**config.mk**
```make
export PLATFORM = sky130hd
export DESIGN_NAME = pla_core
export DESIGN_NICKNAME = d
export VERILOG_FILES = /design/src/rtl/pla_pkg.sv /design/src/rtl/pla_fuse_store.sv /design/src/rtl/pla_and_plane.sv /design/src/rtl/pla_or_plane.sv /design/src/rtl/pla_core.sv
export SDC_FILE = /design/constraint.sdc
export NUM_CORES = 1
export LEC_CHECK = 0
export BUFFER_PORTS_ARGS = -buffer_cell sky130_fd_sc_hd__buf_2
export CAP_MARGIN = 0
export CORE_AREA = 4 4 75 77
export DETAILED_ROUTE_END_ITERATION = 7
export DIE_AREA = 0 0 79 81
export GPL_ROUTABILITY_DRIVEN = 0
export GPL_TIMING_DRIVEN = 1
export SLEW_MARGIN = 15
export SYNTH_ARGS = -nofsm -noshare
export SYNTH_HDL_FRONTEND = slang
export SYNTH_HIERARCHICAL = 1
export SYNTH_SLANG_ARGS = --single-unit
```
**constraint.sdc**
```tcl
create_clock -name clk -period 2.1 [get_ports clk]
set_clock_uncertainty 0.15 [all_clocks]
set_input_delay 0.105 -clock clk [delete_from_list [all_inputs] [get_ports clk]]
set_output_delay 0.105 -clock clk [all_outputs]
set_load 0.02 [all_outputs]
```
**src/rtl/pla_pkg.sv**
```systemverilog
package pla_pkg;

  // Load progress of the fuse image.
  typedef enum logic [1:0] {
    CS_BLANK = 2'd0,
    CS_FILL  = 2'd1,
    CS_DONE  = 2'd2
  } cfg_state_e;

  // Total fuse count: AND plane, then OR plane, then polarity field.
  function automatic int unsigned pla_image_bits(input int unsigned n_in,
                                                 input int unsigned n_pt,
                                                 input int unsigned n_out);
    return n_pt * 2 * n_in + n_pt * n_out + n_out;
  endfunction

endpackage

```
**src/rtl/pla_fuse_store.sv**
```systemverilog
module pla_fuse_store #(
  parameter int unsigned N_IN  = 3,
  parameter int unsigned N_PT  = 4,
  parameter int unsigned N_OUT = 2,
  localparam int unsigned IMG_W = pla_pkg::pla_image_bits(N_IN, N_PT, N_OUT)
) (
  input  logic             clk,
  input  logic             rst_n,
  input  logic             erase,
  input  logic             shift_en,
  input  logic             shift_bit,
  output logic [IMG_W-1:0] img,
  output logic             programmed
);
  import pla_pkg::*;

  localparam int unsigned CNT_W = $clog2(IMG_W + 1);
  localparam logic [CNT_W-1:0] LAST_BEAT = CNT_W'(IMG_W - 1);

  cfg_state_e       st_q;
  logic [CNT_W-1:0] cnt_q;

  always_ff @(posedge clk or negedge rst_n) begin
    if (!rst_n) begin
      img   <= '1;
      cnt_q <= '0;
      st_q  <= CS_BLANK;
    end else if (erase) begin
      img   <= '1;
      cnt_q <= '0;
      st_q  <= CS_BLANK;
    end else if (shift_en) begin
      img <= {img[IMG_W-2:0], shift_bit};
      if (cnt_q == LAST_BEAT) begin
        cnt_q <= '0;
        st_q  <= CS_DONE;
      end else begin
        cnt_q <= cnt_q + 1'b1;
        st_q  <= CS_FILL;
      end
    end
  end

  assign programmed = (st_q == CS_DONE);

endmodule

```
**src/rtl/pla_and_plane.sv**
```systemverilog
module pla_and_plane #(
  parameter int unsigned N_IN = 3,
  parameter int unsigned N_PT = 4,
  localparam int unsigned ROW_W = 2 * N_IN
) (
  input  logic [N_IN-1:0]       x,
  input  logic [N_PT*ROW_W-1:0] and_map,
  output logic [N_PT-1:0]       prod
);

  logic [ROW_W-1:0] lit;

  // Buffer/inverter stage: both polarities of every input.
  for (genvar i = 0; i < N_IN; i++) begin : g_lit
    assign lit[2*i]   = x[i];
    assign lit[2*i+1] = ~x[i];
  end

  // Term 0 sits in the highest row of the map.
  for (genvar t = 0; t < N_PT; t++) begin : g_term
    logic [ROW_W-1:0] row;
    assign row     = and_map[(N_PT-1-t)*ROW_W +: ROW_W];
    assign prod[t] = &(~row | lit);
  end

endmodule

```
**src/rtl/pla_or_plane.sv**
```systemverilog
module pla_or_plane #(
  parameter int unsigned N_PT  = 4,
  parameter int unsigned N_OUT = 2
) (
  input  logic [N_PT-1:0]       prod,
  input  logic [N_PT*N_OUT-1:0] or_map,
  input  logic [N_OUT-1:0]      pol,
  input  logic                  live,
  output logic [N_OUT-1:0]      f
);

  logic [N_OUT-1:0][N_PT-1:0] col;

  for (genvar j = 0; j < N_OUT; j++) begin : g_out
    for (genvar t = 0; t < N_PT; t++) begin : g_conn
      assign col[j][t] = or_map[(N_PT-1-t)*N_OUT + j];
    end
    logic sum;
    assign sum  = |(prod & col[j]);
    // Intact polarity fuse feeds 0 into the XOR: true output.
    assign f[j] = live & (sum ^ ~pol[j]);
  end

endmodule

```
**src/rtl/pla_core.sv**
```systemverilog
module pla_core #(
  parameter int unsigned N_IN  = 3,
  parameter int unsigned N_PT  = 4,
  parameter int unsigned N_OUT = 2
) (
  input  logic             clk,
  input  logic             rst_n,
  input  logic             erase,
  input  logic             ld_vld,
  input  logic             ld_bit,
  output logic             ld_rdy,
  input  logic [N_IN-1:0]  in_x,
  output logic [N_OUT-1:0] out_f,
  output logic             cfg_ok
);

  localparam int unsigned ROW_W = 2 * N_IN;
  localparam int unsigned AND_W = N_PT * ROW_W;
  localparam int unsigned OR_W  = N_PT * N_OUT;
  localparam int unsigned IMG_W = pla_pkg::pla_image_bits(N_IN, N_PT, N_OUT);

  logic [IMG_W-1:0] img;
  logic [N_PT-1:0]  prod;
  logic             programmed;

  assign ld_rdy = ~programmed & ~erase;
  assign cfg_ok = programmed;

  pla_fuse_store #(.N_IN(N_IN), .N_PT(N_PT), .N_OUT(N_OUT)) u_store (
    .clk        (clk),
    .rst_n      (rst_n),
    .erase      (erase),
    .shift_en   (ld_vld & ld_rdy),
    .shift_bit  (ld_bit),
    .img        (img),
    .programmed (programmed)
  );

  pla_and_plane #(.N_IN(N_IN), .N_PT(N_PT)) u_and (
    .x       (in_x),
    .and_map (img[IMG_W-1 -: AND_W]),
    .prod    (prod)
  );

  pla_or_plane #(.N_PT(N_PT), .N_OUT(N_OUT)) u_or (
    .prod   (prod),
    .or_map (img[N_OUT+OR_W-1 -: OR_W]),
    .pol    (img[N_OUT-1:0]),
    .live   (programmed),
    .f      (out_f)
  );

endmodule

```
Word level (Yosys, flattened, before mapping)
Cells that the tools add are included.
{"block": "totals", "register_bits": 42, "input_bits": 8, "elab_cells": 44}
{"block": "classes", "addsub": 1, "n_eq_ne": 2, "mux": 8, "n_bitwise": 23, "n_reduce_logical": 7}
{"cell": "$mux W34", "count": 2}
{"cell": "$not A6 Y6", "count": 4}
{"cell": "$or A6 B6 Y6", "count": 4}
{"cell": "$reduce_and A6 Y1", "count": 4}
{"cell": "$mux W6", "count": 3}
{"cell": "$and A4 B4 Y4", "count": 2}
{"cell": "$reduce_or A4 Y1", "count": 2}
{"cell": "$not A1 Y1", "count": 7}
{"cell": "$add A6 B1 Y6 const B", "count": 1}
{"cell": "$eq A6 B6 Y1 const B", "count": 1}
{"cell": "$mux W2", "count": 3}
{"cell": "$and A1 B1 Y1", "count": 4}
{"cell": "$eq A2 B2 Y1 const B", "count": 1}
{"cell": "$reduce_bool A2 Y1", "count": 1}
{"cell": "$xor A1 B1 Y1", "count": 2}

Logic depth before layout (Yosys ltp)
Gate-level depths: netlist (run 1).
{"block": "logic_depth", "ltp_word": 7, "ltp_mapped": 7, "depth_no_buf": 5}

By module
Netlist (run 1), hierarchy kept.
{"module": "pla_fuse_store", "instances": 1, "cells_per_inst": 160, "area_per_inst_um2": 1906.8, "seq_area_each_um2": 1093.5}
{"module": "pla_and_plane", "instances": 1, "cells_per_inst": 19, "area_per_inst_um2": 160.2, "seq_area_each_um2": 0.0}
{"module": "pla_or_plane", "instances": 1, "cells_per_inst": 10, "area_per_inst_um2": 87.6, "seq_area_each_um2": 0.0}
{"module": "pla_core", "instances": 1, "cells_per_inst": 2, "area_per_inst_um2": 16.3, "seq_area_each_um2": 0.0}

Least setup slack after synthesis (run 1)
OpenSTA, ideal clock, no wires.
{"block": "synth_timing", "path_type": "reg2reg", "start": "register u_store.st_q[0]", "end": "register u_store.img[33]", "arrival_ns": 1.756, "required_ns": 1.868, "setup_slack_ns": 0.112, "stages_incl_launch_ff": 7, "synth_period_minus_slack_ns": 1.988, "path_cell_list": "dfrtp_1 > nor2b_1 > nor3b_2 > buf_2 > buf_4 > and2_1 > a211o_1"}
{"block": "synth_between", "elab_chain_len": 5}
{"item": "start, declared", "line": "pla_fuse_store.sv:20", "text": "cfg_state_e st_q;"}
{"item": "start signal, assigned", "line": "pla_fuse_store.sv:27", "text": "st_q <= CS_BLANK;"}
{"item": "start signal, assigned", "line": "pla_fuse_store.sv:31", "text": "st_q <= CS_BLANK;"}
{"item": "start signal, assigned", "line": "pla_fuse_store.sv:36", "text": "st_q <= CS_DONE;"}
{"item": "$eq A2 B2 Y1", "line": "pla_fuse_store.sv:44", "text": "assign programmed = (st_q == CS_DONE);"}
{"item": "named net cfg_ok", "line": "pla_core.sv:14", "text": "output logic cfg_ok"}
{"item": "$not A1 Y1", "line": "pla_core.sv:26", "text": "assign ld_rdy = ~programmed & ~erase;"}
{"item": "$and A1 B1 Y1", "line": "pla_core.sv:26"}
{"item": "$and A1 B1 Y1", "line": "pla_core.sv:33", "text": ".shift_en (ld_vld & ld_rdy),"}
{"item": "$reduce_bool A2 Y1 (no source line)"}
{"item": "end signal, assigned", "line": "pla_fuse_store.sv:33", "text": "img <= {img[IMG_W-2:0], shift_bit};"}
{"item": "end, declared", "line": "pla_fuse_store.sv:12", "text": "output logic [IMG_W-1:0] img,"}
The timed path passes the listed nets, and every way through them passes these cells.
A chain may end at the register's enable or synchronous reset.

Worst setup path after layout (run 1)
{"block": "layout_timing", "start": "register u_store.img[17]", "end": "output port out_f[1]"}
{"block": "layout_between", "elab_chain_len": 7}
{"item": "$not A6 Y6", "line": "pla_and_plane.sv:23", "text": "assign prod[t] = &(~row | lit);"}
{"item": "$or A6 B6 Y6", "line": "pla_and_plane.sv:23"}
{"item": "$reduce_and A6 Y1", "line": "pla_and_plane.sv:23"}
{"item": "named net prod[2]", "line": "pla_core.sv:23", "text": "logic [N_PT-1:0] prod;"}
{"item": "$and A4 B4 Y4", "line": "pla_or_plane.sv:19", "text": "assign sum = |(prod & col[j]);"}
{"item": "$reduce_or A4 Y1", "line": "pla_or_plane.sv:19"}
{"item": "$xor A1 B1 Y1", "line": "pla_or_plane.sv:21", "text": "assign f[j] = live & (sum ^ ~pol[j]);"}
{"item": "$and A1 B1 Y1", "line": "pla_or_plane.sv:21"}
{"item": "end, declared", "line": "pla_core.sv:13", "text": "output logic [N_OUT-1:0] out_f,"}
The timed path passes the listed nets, and every way through them passes these cells.

==> results of run 1 <==
-- registers in the layout, summed over array words and instances, names as in the netlist --
signal / cells
u_store/st_q: 2
u_store/img: 34
u_store/cnt_q: 6
-- power groups by stage --
stage	registers [mW]	clock network (mW)	logic [mW]
finish	0.924	0.535	0.200
global route	0.932	0.604	0.223
CTS	0.923	0.559	0.202
detailed placement	0.937	0	0.193
global placement	0.933	0	0.187
floorplan	0.924	0	0.144
-- final cells by class --
class | count | area (um^2) | area share [%]
inverter | 2 | 7.51 | 0.309
clock inverter | 1 | 5.00 | 0.206
multi-input combinational | 130 | 988 | 40.7
clock buffer | 7 | 86.3 | 3.56
timing repair buffer | 20 | 158 | 6.50
tap | 70 | 87.6 | 3.61
sequential | 42 | 1090 | 45.1
-- layout by cell type, fill, tap and decap left out, types with 5 or more instances in the layout --
cell / count
nor2b_1: 36
a211o_1: 34
dfstp_2: 34
mux2i_1: 14
buf_2: 9
dfrtp_1: 8
nor2_1: 7
buf_4: 7
clkbuf_8: 6
nand2_1: 5
-- worst reg2reg max path, cell delays in order, from the launching register on --
cell and delay, ps:
dfrtp_1 380, nor2b_1 160, nor3b_4 310, or3b_1 390, o32a_1 290, o31ai_1 60
-- through the flow --
stage                     cell area [um^2]  total power [mW]  util [%]  hold slack (ps)  std cells
final                                 2430              1.66      48.4              170        272
after global placement                2290              1.12      45.8             3.69        260
after floorplan                       2170              1.07         -             -341        191
after detailed placement              2290              1.13      45.8             19.7        260
after CTS                             2430              1.68      48.4              147        272
after global routing                  2430              1.76      48.4              174        272
-- worst paths after layout --
check / to / slack [ps]
setup / recovery: out_f[1] / -90
hold / removal: u_store/cnt_q[5] / 170
setup reg to reg: u_store/cnt_q[5] / 270
hold reg to reg: u_store/st_q[0] / 410
max in group asynchronous: u_store/img[19] / 860
min in group asynchronous: u_store/st_q[0] / 230
-- kinds of logic (layout without fill, tap and decap cells) --
logic type,count (synthesis),in the layout,synth area share [%]
simple gates,65,65,18.0
compound gates,46,46,18.4
flops,42,42,50.4
buf+inv,19,30,4.38
mux,14,14,6.46
xor+xnor,3,3,1.21
fa+ha+maj,2,2,1.15
-- metal layers --
metal / wire length (um) / up-vias / part of all wire [%] / global-route usage [%]
li1: - / 701 / - / -
met1: 1960 / 745 / 46 / 18.3
met2: 2150 / 14 / 50 / 24.4
met3: 126 / 5 / 2.9 / 4.66
met4: 47 / 0 / 1.1 / 4.64
met5: 0 / - / 0 / 0
-- what timing repair did --
action	in CTS	in global routing
setup buffers	2	0
hold buffers	2	0
gates cloned	0	0
hold endpoints to repair	9	0
pin swaps	1	1
setup endpoints to repair	2	2
gates resized for setup	2	0
==> metrics list, run 1 <==
- Sorting the synthesized cells by how often they occur yields nor2b_1 (36), a211o_1 (34), dfstp_2 (34).
- Clock transition at the register clock pins on the worst setup and hold paths after CTS: 80 ps
* Required time at the endpoint of the critical path: 1850 ps
- Max Clk Rate: 456 MHz
* Dominant synthesized flop cell: dfstp_2
- Clock Latency Late Sink: 290 ps
* Worst VDD drop: 0.000344 V
- Number of vias in the routed layout: 1465
- Iteration-0 DRC Markers: 87
* Clock Power Share: 32.2%
- Failing checks: negative setup slack
- Setup repair after global routing could not meet its margin everywhere.
* Antenna violations before repair: 0
- Switching Share: 24.7%
- The longest clock path from root to sink contains 2 buffers.
- The number of pins exceeding their max-slew limit in the final report is 0.
* Sequential fraction of the synthesis area: 50.4%
- Wire length of the first global-routing pass: 7250 um
- In this run the cell area of the synthesized design comes to 2170 um^2.
* Transition time at the pin with the least slew margin: 643 ps
- Of all cell types, the one taking the most synthesized area is dfstp_2.
- Walking the worst path, the cells encountered are mux2i_1 -> and3_1 -> a22o_1 -> a221oi_2 -> mux2i_1 -> buf_4.
* Crit Path Category: reg -> out
* Top Ports: 12
* Tmin final: 2190 ps
- Arrival time reported for the critical path endpoint: 1940 ps
- Cell family contributing the most delay on the critical path: flip-flops
* Hold wc startpoint: erase
- The total overflow left after global routing is 0.
- In this run the vertical extent of the chip is 81 um.
* Average instance area after synthesis: 11.4 um^2
- Dividing the detail-routed via count by the number of cells gives 5.39.
* Overall Global Routing Usage: 14.7%
- The clock tree synthesis step divided the H-tree into 2 levels.
* Synth Register Bits: 42
- Prior to clock tree synthesis, the placed netlist has a worst setup slack of 202 ps.
* Fin crit share: 104%
- In the final layout, the share of cells above drive strength 1 is 31.2%.
* Area share of the largest cell type after synthesis: 41.2%
- Detailed-route DRC error count: 0
* Average detailed-routed wire length per instance: 15.7 um
- In this run the remaining antenna-violating nets after routing total 0.
- The tightest min-delay check is of the in -> reg type.
- TritonCTS built the clock tree.
- Sequential Power Share: 55.7%
* Synthesized netlist net count: 201
- Counting the fill cells in the layout gives 490.
- Number of max-cap violations: 0
* Number of inserted diodes: 0
- The worst setup path is launched from a flip-flop.
- nor2b_1 is the most common cell in the netlist.
- Outcome: finished with violations
* Kind of capture point of the worst setup path: output port
- The number of buffers and inverters on the critical path is 1.
- The die covers 6400 um^2.
* Count of synthesis-stage warnings from yosys: 6
- Power Internal: 1.25 mW
* Worst Hold Depth: 4
- Via count of the first global-routing pass: 1483
- Row count: 26
- On the worst path, the slowest cell contributes a delay of 540 ps.
- After synthesis, the share of flip-flops with an asynchronous set or reset is 100%.
* Switching power: 0.410 mW
- Sum of negative setup slack: -177 ps
- The root buffer cell chosen for the clock tree is clkbuf_8.
- Final setup fails: 2
* Cell with the biggest individual delay on the critical path: dfstp_2
- After detailed routing, the total wire length is 4280 um.
* Logic depth of the worst path, buffers included: 6
* Number of flops mapped to enable cells by yosys: 0
* Setup slack of the critical path after layout: -93.2 ps
- The number of cells on the worst reg-to-reg path is 5.
- Worst Setup SP: u_store/img[17]
- Number of buffers created by CTS: 5
- The HPWL after detailed placement is 2830 um.
- Leading cell types by total area after synthesis: dfstp_2 (41%), a211o_1 (14%), nor2b_1 (10%)
- I/O Buffers: 11
* Critical path's most frequent cell: mux2i_1
* Leakage power figure: 0.985 nW
- Entering global routing, the biggest net connects 50 pins.
- Power spread over the standard cell area amounts to 684 nW/um^2.
* Part of the power in combinational logic: 12.1%
- Count of TritonRoute iterations in the first routing pass: 4
- Startpoint of the worst register-to-register path: u_store/st_q[1]
- The floorplan step defined a core boundary enclosing 5010 um^2.
* Synth unique cells: 35
* Remaining max-slew budget at the tightest pin: 57.1%
* Final nets: 211
* Final hold viol count: 0
- Critical path fanouts, max: 3
- Compared with the post-synthesis result, the final layout area differs by 11.8%.
- The clock drives 42 sinks.
* Die width: 79 um
- Gate Count Post-Synth: 191
- For this configuration, the core starts out at a cell density of 43.3%.
(Power assumes the default switching activity.)
==> inputs of run 2 (changes only) <==
--- a/config.mk
+++ b/config.mk
@@ -12,6 +12,7 @@
 export DIE_AREA = 0 0 79 81
 export GPL_ROUTABILITY_DRIVEN = 0
 export GPL_TIMING_DRIVEN = 1
+export MAX_ROUTING_LAYER = met4
 export SLEW_MARGIN = 15
 export SYNTH_ARGS = -nofsm -noshare
 export SYNTH_HDL_FRONTEND = slang
==> metrics list, run 2 (synthesized netlist as in run 1, its figures left out) <==
- Outcome: finished with violations (unchanged)
- Failing checks: negative setup slack (unchanged)
- Final nets: 211 (unchanged)
- The number of design rule violations left after detail routing is 0 (unchanged).
- The number of input and output port buffers inserted came to 11 (unchanged).
- CTS tree: done (unchanged)
* Startpoint of the worst register-to-register path: u_store/st_q[1] (unchanged)
- Required time at the endpoint of the critical path: 1850 ps (about the same)
- Total overflow reported by the global router: 0 (unchanged)
- The number of cells on the worst reg-to-reg path is 5 (unchanged).
- Registers with the most flip-flops: u_store/img x34, u_store/cnt_q x6, u_store/st_q x2 (unchanged).
- The height of the chip was 81 um (unchanged).
- The first-pass iteration count of the detailed router came to 4 (unchanged).
- The core area is 5010 um^2 (unchanged).
- Most frequent cells in the layout: nor2b_1 (36), a211o_1 (34), dfstp_2 (34) (unchanged)
- The combined global-route utilization of all metal layers is 15.1% (was 14.7%).
* Unrepaired setup endpoints after global routing: yes (unchanged)
* Leading cell type in the layout, fill and taps excluded: nor2b_1 (unchanged)
* Iteration-0 DRC Markers: 86 (was 87)
- The number of flip-flops under the largest register name was 34 (unchanged).
- Kind of capture point of the worst setup path: output port (unchanged)
* Arrival time reported for the critical path endpoint: 1940 ps (about the same)
- Hold wc startpoint: erase (unchanged)
* Final count of pins violating max slew: 0 (unchanged)
- Via count of the first global-routing pass: 1484 (was 1483)
- The CTS clock-pin slew for the worst setup and hold paths was 80 ps (about the same).
* Number of max-cap violations: 0 (unchanged)
* Number of buffers created by CTS: 5 (unchanged)
* End point of the most critical hold path: u_store/cnt_q[5] (unchanged)
* Top Ports: 12 (unchanged)
* Area added between synthesis and finish: 11.8% (unchanged)
- Leakage power figure: 0.985 nW (unchanged)
- Worst Setup SP: u_store/img[17] (unchanged)
- The flop-to-flop setup slack is 270 ps (about the same).
- The floorplan row count is 26 (unchanged).
- The worst IR drop on VDD came to 0.000344 V (about the same).
* Kind of launch point of the worst setup path: flip-flop (unchanged)
- Num Clock Sinks: 42 (unchanged)
- The post-place instance area came to 2290 um^2 (unchanged).
- Worst-case clock buffer depth: 2 (unchanged)
- Critical path fanouts, max: 3 (unchanged)
- Largest net degree at the start of global routing: 50 (unchanged)
- Number of standard cells in the final layout excluding fillers: 272 (unchanged)
- Max Clk Rate: 456 MHz (about the same)
* Final worst hold slack: 169 ps (was 170 ps)
* Via-per-instance ratio: 5.34 (was 5.39)
- Final ANT Viol Nets: 0 (unchanged)
* Number of inserted diodes: 0 (unchanged)
- The final critical delay including setup and external delays is 2190 ps (about the same).
- The power per cell area came to 681 nW/um^2 (was 684 nW/um^2).
* Number of vias in the routed layout: 1452 (was 1465)
- The final clock period utilization by the worst path is 104% (about the same).
- Crit Path Category: reg -> out (unchanged)
- The endpoint of the worst register-to-register path is u_store/cnt_q[5] (unchanged).
* Remaining max-slew budget at the tightest pin: 57.3% (was 57.1%)
- Detailed-placement wirelength estimate: 2830 um (unchanged)
- Finished layout cell area: 2430 um^2 (unchanged)
* Top register by number of flip-flops: u_store/img (unchanged)
- Final setup fails: 2 (unchanged)
* Starting density of the core: 43.3% (unchanged)
- The hold-critical path depth was 4 (unchanged).
- Wire length of the first global-routing pass: 7250 um (about the same)
- Fraction of final layout cells with drive strength greater than 1: 31.2% (unchanged)
- Core Util, Final: 48.4% (unchanged)
* Cells after DPL: 260 (unchanged)
- Die width: 79 um (unchanged)
- Clock Latency Late Sink: 290 ps (about the same)
- The final critical-path setup slack was -93.2 ps (about the same).
- Final Routed Wirelength: 4240 um (was 4280 um)
- Final hold viol count: 0 (unchanged)
- Number of H-tree branching levels: 2 (unchanged)
- Library cell used as clock root buffer: clkbuf_8 (unchanged)
- Hold Crit Class: in -> reg (unchanged)
- The overall die area was 6400 um^2 (unchanged).
- Transition time at the pin with the least slew margin: 641 ps (was 643 ps)
- Average detailed-routed wire length per instance: 15.6 um (was 15.7 um)
- The accumulated negative setup slack was -184 ps (was -177 ps).
* Antenna violations before repair: 0 (unchanged)
==> run 2: cell counts in the layout (fill, tap and decap cells not counted) <==
No cell type changed its count.
==> run 2: report_power, final <==
group | internal (mW) | switching (mW)
clock network | 0.265 | 0.264
registers | 0.887 | 0.0368
logic | 0.0960 | 0.104
==> run 2: what timing repair did <==
item,4_1_cts,5_1_grt
setup buffers,2,0
gates resized for setup,2,0
hold buffers,2,0
pin swaps,1,1
setup endpoints to repair,2,2
endpoints found under the hold margin,9,0
==> run 2: worst max-delay path by stage <==
| stage | to | cells after the start | slack, ps |
|---|---|---|---|
| after global placement | out_f[0] | 6 | 240 |
| after CTS | out_f[0] | 6 | -100 |
| final | out_f[0] | 6 | -90 |
| after detailed placement | out_f[0] | 6 | 200 |
| after global routing | out_f[0] | 6 | -230 |
| after floorplan | u_store/img[33] | 6 | 110 |
==> run 2: layout make-up <==
cell class / count / area [um^2]
Timing Repair Buffer: 20 / 158
Clock buffer: 7 / 86.3
Clock inverter: 1 / 5.00
Inverter: 2 / 7.51
Fill cell: 490 / 2580
Multi-Input combinational cell: 130 / 988
Tap cell: 70 / 87.6
Sequential cell: 42 / 1090
==> run 2: worst max-delay path, cell delays in order, from the launching register on <==
cell and delay (ps):
dfstp_2 540, mux2i_1 70, and3_1 210, a22o_1 220
a221oi_2 210, mux2i_1 230, buf_4 160
==> run 2: through the flow <==
step           worst slack (ps)  power (mW)
4_1_cts                    -104        1.68
3_5_place_dp                202        1.13
6_report                  -93.2        1.65
5_1_grt                    -229        1.76
3_3_place_gp                240        1.12
2_1_floorplan               112        1.07
==> run 2: metal layers <==
metal  track usage (%)  vias up  wire, um
met5                 -        -         0
li1                  -      700         -
met2              24.4       16      2130
met1              18.3      731      1920
met3              4.66        5       143
met4              4.64        0        44
